--- src/rtl/rst_cause_pkg.sv ---
`timescale 1ns/1ps
package rst_cause_pkg;
  // read-data bit positions (software decodes these)
  localparam int BIT_PON = 7;
  localparam int BIT_WDG = 5;
  localparam int BIT_EXT = 4;
  localparam int BIT_SW  = 3;
  localparam int REG_W   = 8;
  localparam int CTL_W   = 3;
  localparam logic [CTL_W-1:0] CTL_RST_VAL = 3'b111;

  typedef struct packed {
    logic wdg;
    logic ext;
    logic sw;
  } cause_t;
endpackage

--- src/rtl/rst_cause_sync.sv ---
`timescale 1ns/1ps
module rst_cause_sync #(
  parameter int   STAGES  = 2,
  parameter logic RST_VAL = 1'b0
) (
  input  logic clk_i,
  input  logic arst_n_i,
  input  logic d_i,
  output logic q_o
);
  logic [STAGES-1:0] chain_q;
  logic [STAGES-1:0] chain_d;

  always_comb begin
    chain_d[0] = d_i;
    for (int i = 1; i < STAGES; i++) chain_d[i] = chain_q[i-1];
  end

  always_ff @(posedge clk_i or negedge arst_n_i) begin
    if (!arst_n_i) chain_q <= {STAGES{RST_VAL}};
    else           chain_q <= chain_d;
  end

  assign q_o = chain_q[STAGES-1];
endmodule

--- src/rtl/rst_cause_stretch.sv ---
`timescale 1ns/1ps
module rst_cause_stretch #(
  parameter int CYCLES = 4
) (
  input  logic clk_i,
  input  logic arst_n_i,
  input  logic trig_i,
  output logic active_o
);
  localparam int CW = $clog2(CYCLES + 1);
  localparam logic [CW-1:0] LOAD = CW'(CYCLES);

  logic [CW-1:0] cnt_q, cnt_d;
  logic          cnt_en;

  always_comb begin
    cnt_en = trig_i || (cnt_q != '0);
    cnt_d  = trig_i ? LOAD : cnt_q - 1'b1;
  end

  always_ff @(posedge clk_i or negedge arst_n_i) begin
    if (!arst_n_i)   cnt_q <= LOAD;
    else if (cnt_en) cnt_q <= cnt_d;
  end

  assign active_o = (cnt_q != '0);
endmodule

--- src/rtl/rst_cause_flags.sv ---
`timescale 1ns/1ps
module rst_cause_flags
  import rst_cause_pkg::*;
(
  input  logic   clk_i,
  input  logic   arst_n_i,
  input  cause_t ev_i,
  input  logic   clr_i,
  output logic   pon_o,
  output cause_t cause_o
);
  cause_t cause_q, cause_d;
  logic   pon_q, pon_d;
  logic   upd_en;

  always_comb begin
    upd_en  = clr_i || (ev_i != '0);
    // clear first, then OR in new causes so a same-cycle cause survives
    cause_d = (clr_i ? cause_t'('0) : cause_q) | ev_i;
    pon_d   = clr_i ? 1'b0 : pon_q;
  end

  always_ff @(posedge clk_i or negedge arst_n_i) begin
    if (!arst_n_i) begin
      cause_q <= '0;
      pon_q   <= 1'b1;
    end else if (upd_en) begin
      cause_q <= cause_d;
      pon_q   <= pon_d;
    end
  end

  assign pon_o   = pon_q;
  assign cause_o = cause_q;
endmodule

--- src/rtl/rst_cause_reg.sv ---
`timescale 1ns/1ps
module rst_cause_reg
  import rst_cause_pkg::*;
#(
  parameter int SYNC_STAGES = 2,
  parameter int STRETCH_CYC = 4
) (
  input  logic             clk_i,
  input  logic             por_n_i,
  input  logic             wdog_ovf_i,
  input  logic             ext_rst_n_i,
  input  logic             sw_rst_i,
  input  logic             rd_i,
  input  logic             wr_i,
  input  logic [CTL_W-1:0] wdata_i,
  output logic [REG_W-1:0] rdata_o,
  output logic             rst_n_o,
  output logic             wd_en_o,
  output logic [1:0]       wd_sel_o
);
  logic             por_sync_n;
  logic             ext_pin_s;
  cause_t           ev;
  logic             ev_any;
  logic             int_rst;
  logic             pon_flag;
  cause_t           cause_flags;
  logic [CTL_W-1:0] ctl_q, ctl_d;
  logic             ctl_en;

  // power-on: asynchronous assert, synchronized release
  rst_cause_sync #(.STAGES(SYNC_STAGES), .RST_VAL(1'b0)) i_por_sync (
    .clk_i(clk_i), .arst_n_i(por_n_i), .d_i(1'b1), .q_o(por_sync_n)
  );

  // external pin synchronizer, idles high
  rst_cause_sync #(.STAGES(SYNC_STAGES), .RST_VAL(1'b1)) i_ext_sync (
    .clk_i(clk_i), .arst_n_i(por_n_i), .d_i(ext_rst_n_i), .q_o(ext_pin_s)
  );

  always_comb begin
    ev.wdg = wdog_ovf_i;
    ev.ext = ~ext_pin_s;
    ev.sw  = sw_rst_i;
    ev_any = (ev != '0);
  end

  rst_cause_stretch #(.CYCLES(STRETCH_CYC)) i_stretch (
    .clk_i(clk_i), .arst_n_i(por_sync_n), .trig_i(ev_any), .active_o(int_rst)
  );

  rst_cause_flags i_flags (
    .clk_i(clk_i), .arst_n_i(por_sync_n), .ev_i(ev), .clr_i(rd_i),
    .pon_o(pon_flag), .cause_o(cause_flags)
  );

  // watchdog control bits
  always_comb begin
    ctl_en = int_rst || wr_i;
    ctl_d  = int_rst ? CTL_RST_VAL : wdata_i;
  end

  always_ff @(posedge clk_i or negedge por_sync_n) begin
    if (!por_sync_n)  ctl_q <= CTL_RST_VAL;
    else if (ctl_en)  ctl_q <= ctl_d;
  end

  always_comb begin
    rdata_o          = '0;
    rdata_o[BIT_PON] = pon_flag;
    rdata_o[BIT_WDG] = cause_flags.wdg;
    rdata_o[BIT_EXT] = cause_flags.ext;
    rdata_o[BIT_SW]  = cause_flags.sw;
  end

  assign rst_n_o  = ~int_rst;
  assign wd_en_o  = ctl_q[2];
  assign wd_sel_o = ctl_q[1:0];
endmodule


--- config.mk ---
export PLATFORM = sky130hd
export DESIGN_NAME = rst_cause_reg
export DESIGN_NICKNAME = d
export VERILOG_FILES = /design/src/rtl/rst_cause_pkg.sv /design/src/rtl/rst_cause_sync.sv /design/src/rtl/rst_cause_stretch.sv /design/src/rtl/rst_cause_flags.sv /design/src/rtl/rst_cause_reg.sv
export SDC_FILE = /design/constraint.sdc
export NUM_CORES = 1
export LEC_CHECK = 0
export BUFFER_PORTS_ARGS = -buffer_cell sky130_fd_sc_hd__buf_2
export CAP_MARGIN = 5
export CORE_MARGIN = 1
export CORE_UTILIZATION = 45
export DETAILED_ROUTE_END_ITERATION = 16
export PLACE_DENSITY = 0.76
export SYNTH_ARGS = -nofsm -noshare
export SYNTH_HDL_FRONTEND = slang
export SYNTH_SLANG_ARGS = --single-unit
--- constraint.sdc ---
create_clock -name clk_i -period 1.3 [get_ports clk_i]
set_clock_uncertainty 0.2 [all_clocks]
set_input_delay 0 -clock clk_i [delete_from_list [all_inputs] [get_ports clk_i]]
set_output_delay 0 -clock clk_i [all_outputs]
set_load 0.005 [all_outputs]
* Word-level counts from Yosys, hierarchy flattened
Cells that the tools add are included.
** Storage, ports and cells
- Bits in registers :: 14
- Latch bits :: 0
- Memory bits (writable) :: 0
- ROM bits :: 0
- Input bits :: 10
- Output and inout bits :: 12
- Word-level logic and storage cells :: 21
- Memories kept :: 0
** Operators by class
- Add/subtract/negate cells :: 1
- $mul :: 0
- Div/mod/pow operators :: 0
- Magnitude comparators :: 0
- Equality and inequality tests :: 0
- Shift operators :: 0
- Muxes and demuxes :: 3
- Bitwise logic cells :: 3
- Reductions and logical operators :: 6
** Operators by type and width (number)
- 3-bit 2-to-1 mux :: 3
- 3-bit nonzero test :: 2
- 1-bit logical OR :: 3
- 3-bit bitwise OR :: 1
- 3-bit by 1-bit subtractor with 3-bit output (second input constant) :: 1
- 1-bit NOT :: 2
- 2-bit AND reduction :: 1

* Depth between registers and ports, before layout
- Depth in word-level cells :: 4
- Gate-level depth with buffers :: 6
- Mapped depth without buffers :: 5

* Modules after synthesis
From an unflattened synthesis, not the netlist that was laid out.
** Unflattened totals
- Cells, all modules :: 48
- Area, all modules :: 596.8 sq um
** Modules (own cells, without submodules)
- rst_cause_reg :: instances 1, cells an instance 19, area an instance 178.9 sq um, sequential area each 78.8 sq um
- rst_cause_stretch :: instances 1, cells an instance 16, area an instance 178.9 sq um, sequential area each 76.3 sq um
- rst_cause_flags :: instances 1, cells an instance 9, area an instance 136.4 sq um, sequential area each 101.3 sq um
- rst_cause_sync (i_ext_sync) :: instances 1, cells an instance 2, area an instance 52.6 sq um, sequential area each 52.6 sq um
- rst_cause_sync (i_por_sync) :: instances 1, cells an instance 2, area an instance 50.0 sq um, sequential area each 50.0 sq um

* Worst setup path before layout
OpenSTA, ideal clock, no wires.
- Path type :: reg-to-reg
- From :: reg i_stretch.cnt_q[0]
- To :: reg i_stretch.cnt_q[0]
- Library setup time :: 0.119 ns
- Data arrival time :: 1.035 ns
- Data required time :: 0.981 ns
- Path slack :: -0.054 ns
- Stages on the path, launching flop included :: 7
- Buffers on the path :: 1
- Period minus slack after synthesis :: 1.354 ns
- Path through :: dfrtp_1 inv_1 ha_1 nor2b_1 buf_2 xnor2_1 nor2_1
** Between the ends
- Word-level cells in the longest chain between the ends :: 2
- Elaborated cells between the ends (all ways) :: 4
- Those cells by class :: add/sub (1); mux (1); reduce/logical (2)
** RTL lines
- from (decl) :: line rst_cause_stretch.sv:13 : logic [CW-1:0] cnt_q, cnt_d;
- from (signal assigned) :: line rst_cause_stretch.sv:23 : else if (cnt_en) cnt_q <= cnt_d;
- 3-bit by 1-bit subtractor with 3-bit output or 3-bit nonzero test (tied branches) :: line rst_cause_stretch.sv:18, rst_cause_stretch.sv:17
- 3-bit 2-to-1 mux or 1-bit logical OR (tied branches) :: line rst_cause_stretch.sv:18, rst_cause_stretch.sv:17
Parallel ways exist; a longest one is shown, timed or not.
A chain may end at the register's enable or synchronous reset.

* Worst setup path in the final report
- From :: reg i_stretch.cnt_q[0]
- To :: out rst_n_o
** Between the ends
- Word-level cells in the longest chain between the ends :: 2
** RTL lines
- 3-bit nonzero test :: line rst_cause_stretch.sv:26 : assign active_o = (cnt_q != '0);
- 1-bit NOT :: line rst_cause_reg.sv:76 : assign rst_n_o = ~int_rst;
- to (decl) :: line rst_cause_reg.sv:17 : output logic rst_n_o,
No other way between the ends.

==> run summary <==
Average footprint of a synthesized cell: 12.2 sq um. TritonCTS built the clock tree. Final hold slack: -38.8 ps.

The number of antenna violations at the first check in global routing was 0. For this design the top-level I/O count stands at 22. The initialized floorplan defines 12 standard-cell rows. The final number of hold-violating endpoints was 5. Wires add up to 1.12 mm.

The maximum clock frequency came out at 715 MHz. The flow ran to the end, but the final reports show violations. The tools report the insertion delay to the later sink of the worst-skew pair as 280 ps.

The register area share after synthesis came out at 0.615. The worst min-delay path class was reg -> async. After synthesis, the netlist uses 19 different library cells.

The root buffer cell chosen for the clock tree is clkbuf_4. In this run the remaining antenna-violating nets after routing total 0. The core region is 1160 sq um.

The initial detailed-routing violation count came out at 5. For the final routed database, the setup TNS stands at -292 ps. For this run the aggregate overflow at the end of global routing stands at 0. Yosys printed 0 warnings. The placed instances occupy a cell area of 682 sq um. Data on the critical path is required at its endpoint by 1100 ps. Placer's final routability congestion estimate: 0.818.

Number of pins exceeding their max-slew limit in the final report: 0. For the register-to-register setup slack, the log shows -80 ps. In the layout the commonest cells are 16 x buf_2, 11 x dlygate4sd3_1, 8 x buf_4.

The logs give 455 for the total via count in the routed design and 1450 sq um for the die outline area. The run gives 2 as the buffer levels on the longest clock path. The biggest area contributor in the post-synthesis netlist is dfstp_2. The worst setup path is launched from a register. By area the synthesized netlist is led by dfstp_2 31%, dfrtp_1 30%, buf_4 6.4%. The pre-antenna-repair detailed-routing pass consisted of 4 iterations. Launch point of the critical path: i_stretch.cnt_q[0]. Setup repair after global routing could not meet its margin everywhere. For the number of placed instances with taps included, the log shows 79.

The final reports fail on negative hold slack, negative setup slack. The final critical path time including I/O delays and setup works out to 1400 ps. The average wire per cell in the routed design is 11.2 um.

The y dimension of the die works out to 38.0 um. The slowest stage cell on the critical path is dfrtp_1. Counting every sink on the clock net gives 14. After legalization and detailed placement, the total HPWL measured 692 um. Effective utilization at floorplan: 0.505.

The post-route fraction of the period consumed by the critical path came out at 1.08. The power density of the placed cells works out to 1000 nW/um^2. The analysis attributes to cell leakage a power of 0.454 nW. Buffers inserted during clock tree synthesis total 3. The post-synthesis register bit count came out at 14. The post-route total power came out at 0.911 mW. The most frequent standard cell in the layout excluding fill and tap cells is buf_2. The tools report the overall track demand over capacity in global routing as 0.194.

Traced cell by cell, the critical path runs through inv_2 -> ha_4 -> nor2b_4 -> buf_6 -> buf_6. The clock transition at the register clock pins on the worst setup and hold paths after CTS came out at 90 ps. The proportion of layout cells with a drive suffix above 1 works out to 0.535. The most common cell type on the critical path is buf_6.

For the worst setup slack after layout, the log shows -98.5 ps. Fraction of synthesized cell area taken by the top area cell type: 0.315. Data on the critical path arrives at its endpoint at 1200 ps. The worst-case IR drop observed on VDD is 0.785 mV. Entering global routing, the biggest net connects 11 pins.

The net count of the finished layout is 99. Synthesis handed over a netlist of 48 instances. Max-cap violations in this run came to 0. The first global-routing pass estimated 1.81 mm of wire.

The type of destination of the critical path is an output port. In this run the critical register-to-register path is launched from i_stretch.cnt_q[0]. The post-layout instance count excluding filler cells is 100. The die is 38.0 um wide. Of all nets on the critical path, the largest fanout is 2.

The maximum level of the CTS H-tree was 1; the count of buffers inserted at the top-level ports was 17. The final antenna diode count was 0; the detailed-route DRC error count was 0. The delay of the slowest cell on the worst path is 380 ps. The critical path in this run is classified as reg -> out.

Once layout is done, the placed cells without fillers occupy 911 sq um. In the routed layout, each cell is associated on average with a via count of 4.55. The area growth from synthesis to layout is 55.9%.

The tools report the total standard cell area after synthesis as 584 sq um. The run gives 4 as the final-report setup violation count. The number of global-route vias before repair came out at 454.
-- routing by layer --
layer	part of all wire	GRT usage	up-vias
met5	0	0	-
met4	0.026	0.107	0
met3	0.049	0.0640	4
met2	0.55	0.339	22
met1	0.38	0.200	213
li1	-	-	216
-- worst max-delay path: cells and delay by family (launching register included) --
kind	cells	cell delay, ps
flip-flops	1	380
buffers and inverters	3	270
AND/OR/NAND/NOR	1	150
adder cells (fa/ha/maj)	1	130
-- registers in the layout (all words and copies together) (netlist names) --
register            flops
i_por_sync.chain_q      2
ctl_q                   3
i_flags.pon_o           1
i_ext_sync.chain_q      2
i_flags.cause_o         3
i_stretch.cnt_q         3
-- worst paths after layout --
kind / to / cells past startpoint
max: rst_n_o / 5
max in group asynchronous: i_ext_sync.chain_q[0] / 3
min: i_stretch.cnt_q[0] / 0
min reg2reg: i_stretch.cnt_q[0] / 0
min in group clk_i: i_por_sync.chain_q[1] / 0
max reg2reg: i_stretch.cnt_q[1] / 6
-- kinds of logic after synthesis --
| group | after synthesis | synth area share |
|---|---|---|
| adder cells (fa/ha/maj) | 2 | 0.0428 |
| other | 2 | 0.0129 |
| AND/OR/NAND/NOR | 9 | 0.0835 |
| XOR/XNOR | 1 | 0.0150 |
| multiplexers | 3 | 0.0514 |
| AO/OA/AOI/OAI | 6 | 0.0749 |
| buffers and inverters | 11 | 0.105 |
| flip-flops | 14 | 0.615 |
-- cell type report --
cell class / instances / area, sq um
fillers: 77 / 245
flip-flops and latches: 14 / 359
well taps: 14 / 17.5
repair buffers: 37 / 273
clock buffers: 4 / 36.3
inverters: 5 / 18.8
multi-input cells: 26 / 206
-- power by group --
part           leakage (nW)  internal, mW  switching (mW)
clock network        0.0210         0.170           0.140
logic                 0.277        0.0805          0.0477
registers             0.156         0.458          0.0137
total                 0.454         0.709           0.202
-- synth_stat cells, drive strengths merged --
cell type / n
a211oi: 1
a21o: 2
a21oi: 1
buf: 6
conb: 2
dfrtp: 7
dfstp: 7
ha: 2
inv: 5
mux2i: 3
nand2: 3
nor2: 2
nor2b: 3
o21ai: 2
or3b: 1
xnor2: 1
-- repair_timing --
action | 4_1_cts | 5_1_grt
endpoints found under the setup margin | 7 | 7
resized for setup | 6 | 1
hold buffers | 11 | 0
endpoints found under the hold margin | 20 | 0
buffers inserted | 4 | 2
pin swaps | 2 | 2
-- per-stage QoR --
| step | utilization | worst slack (ps) |
|---|---|---|
| after detailed placement | 0.590 | -83.9 |
| after CTS | 0.768 | -91.2 |
| after global placement | 0.590 | -66.0 |
| after global routing | 0.788 | -164 |
| after floorplan | - | -37.2 |
| final | 0.788 | -98.5 |
Power figures use the tool's default switching activity.
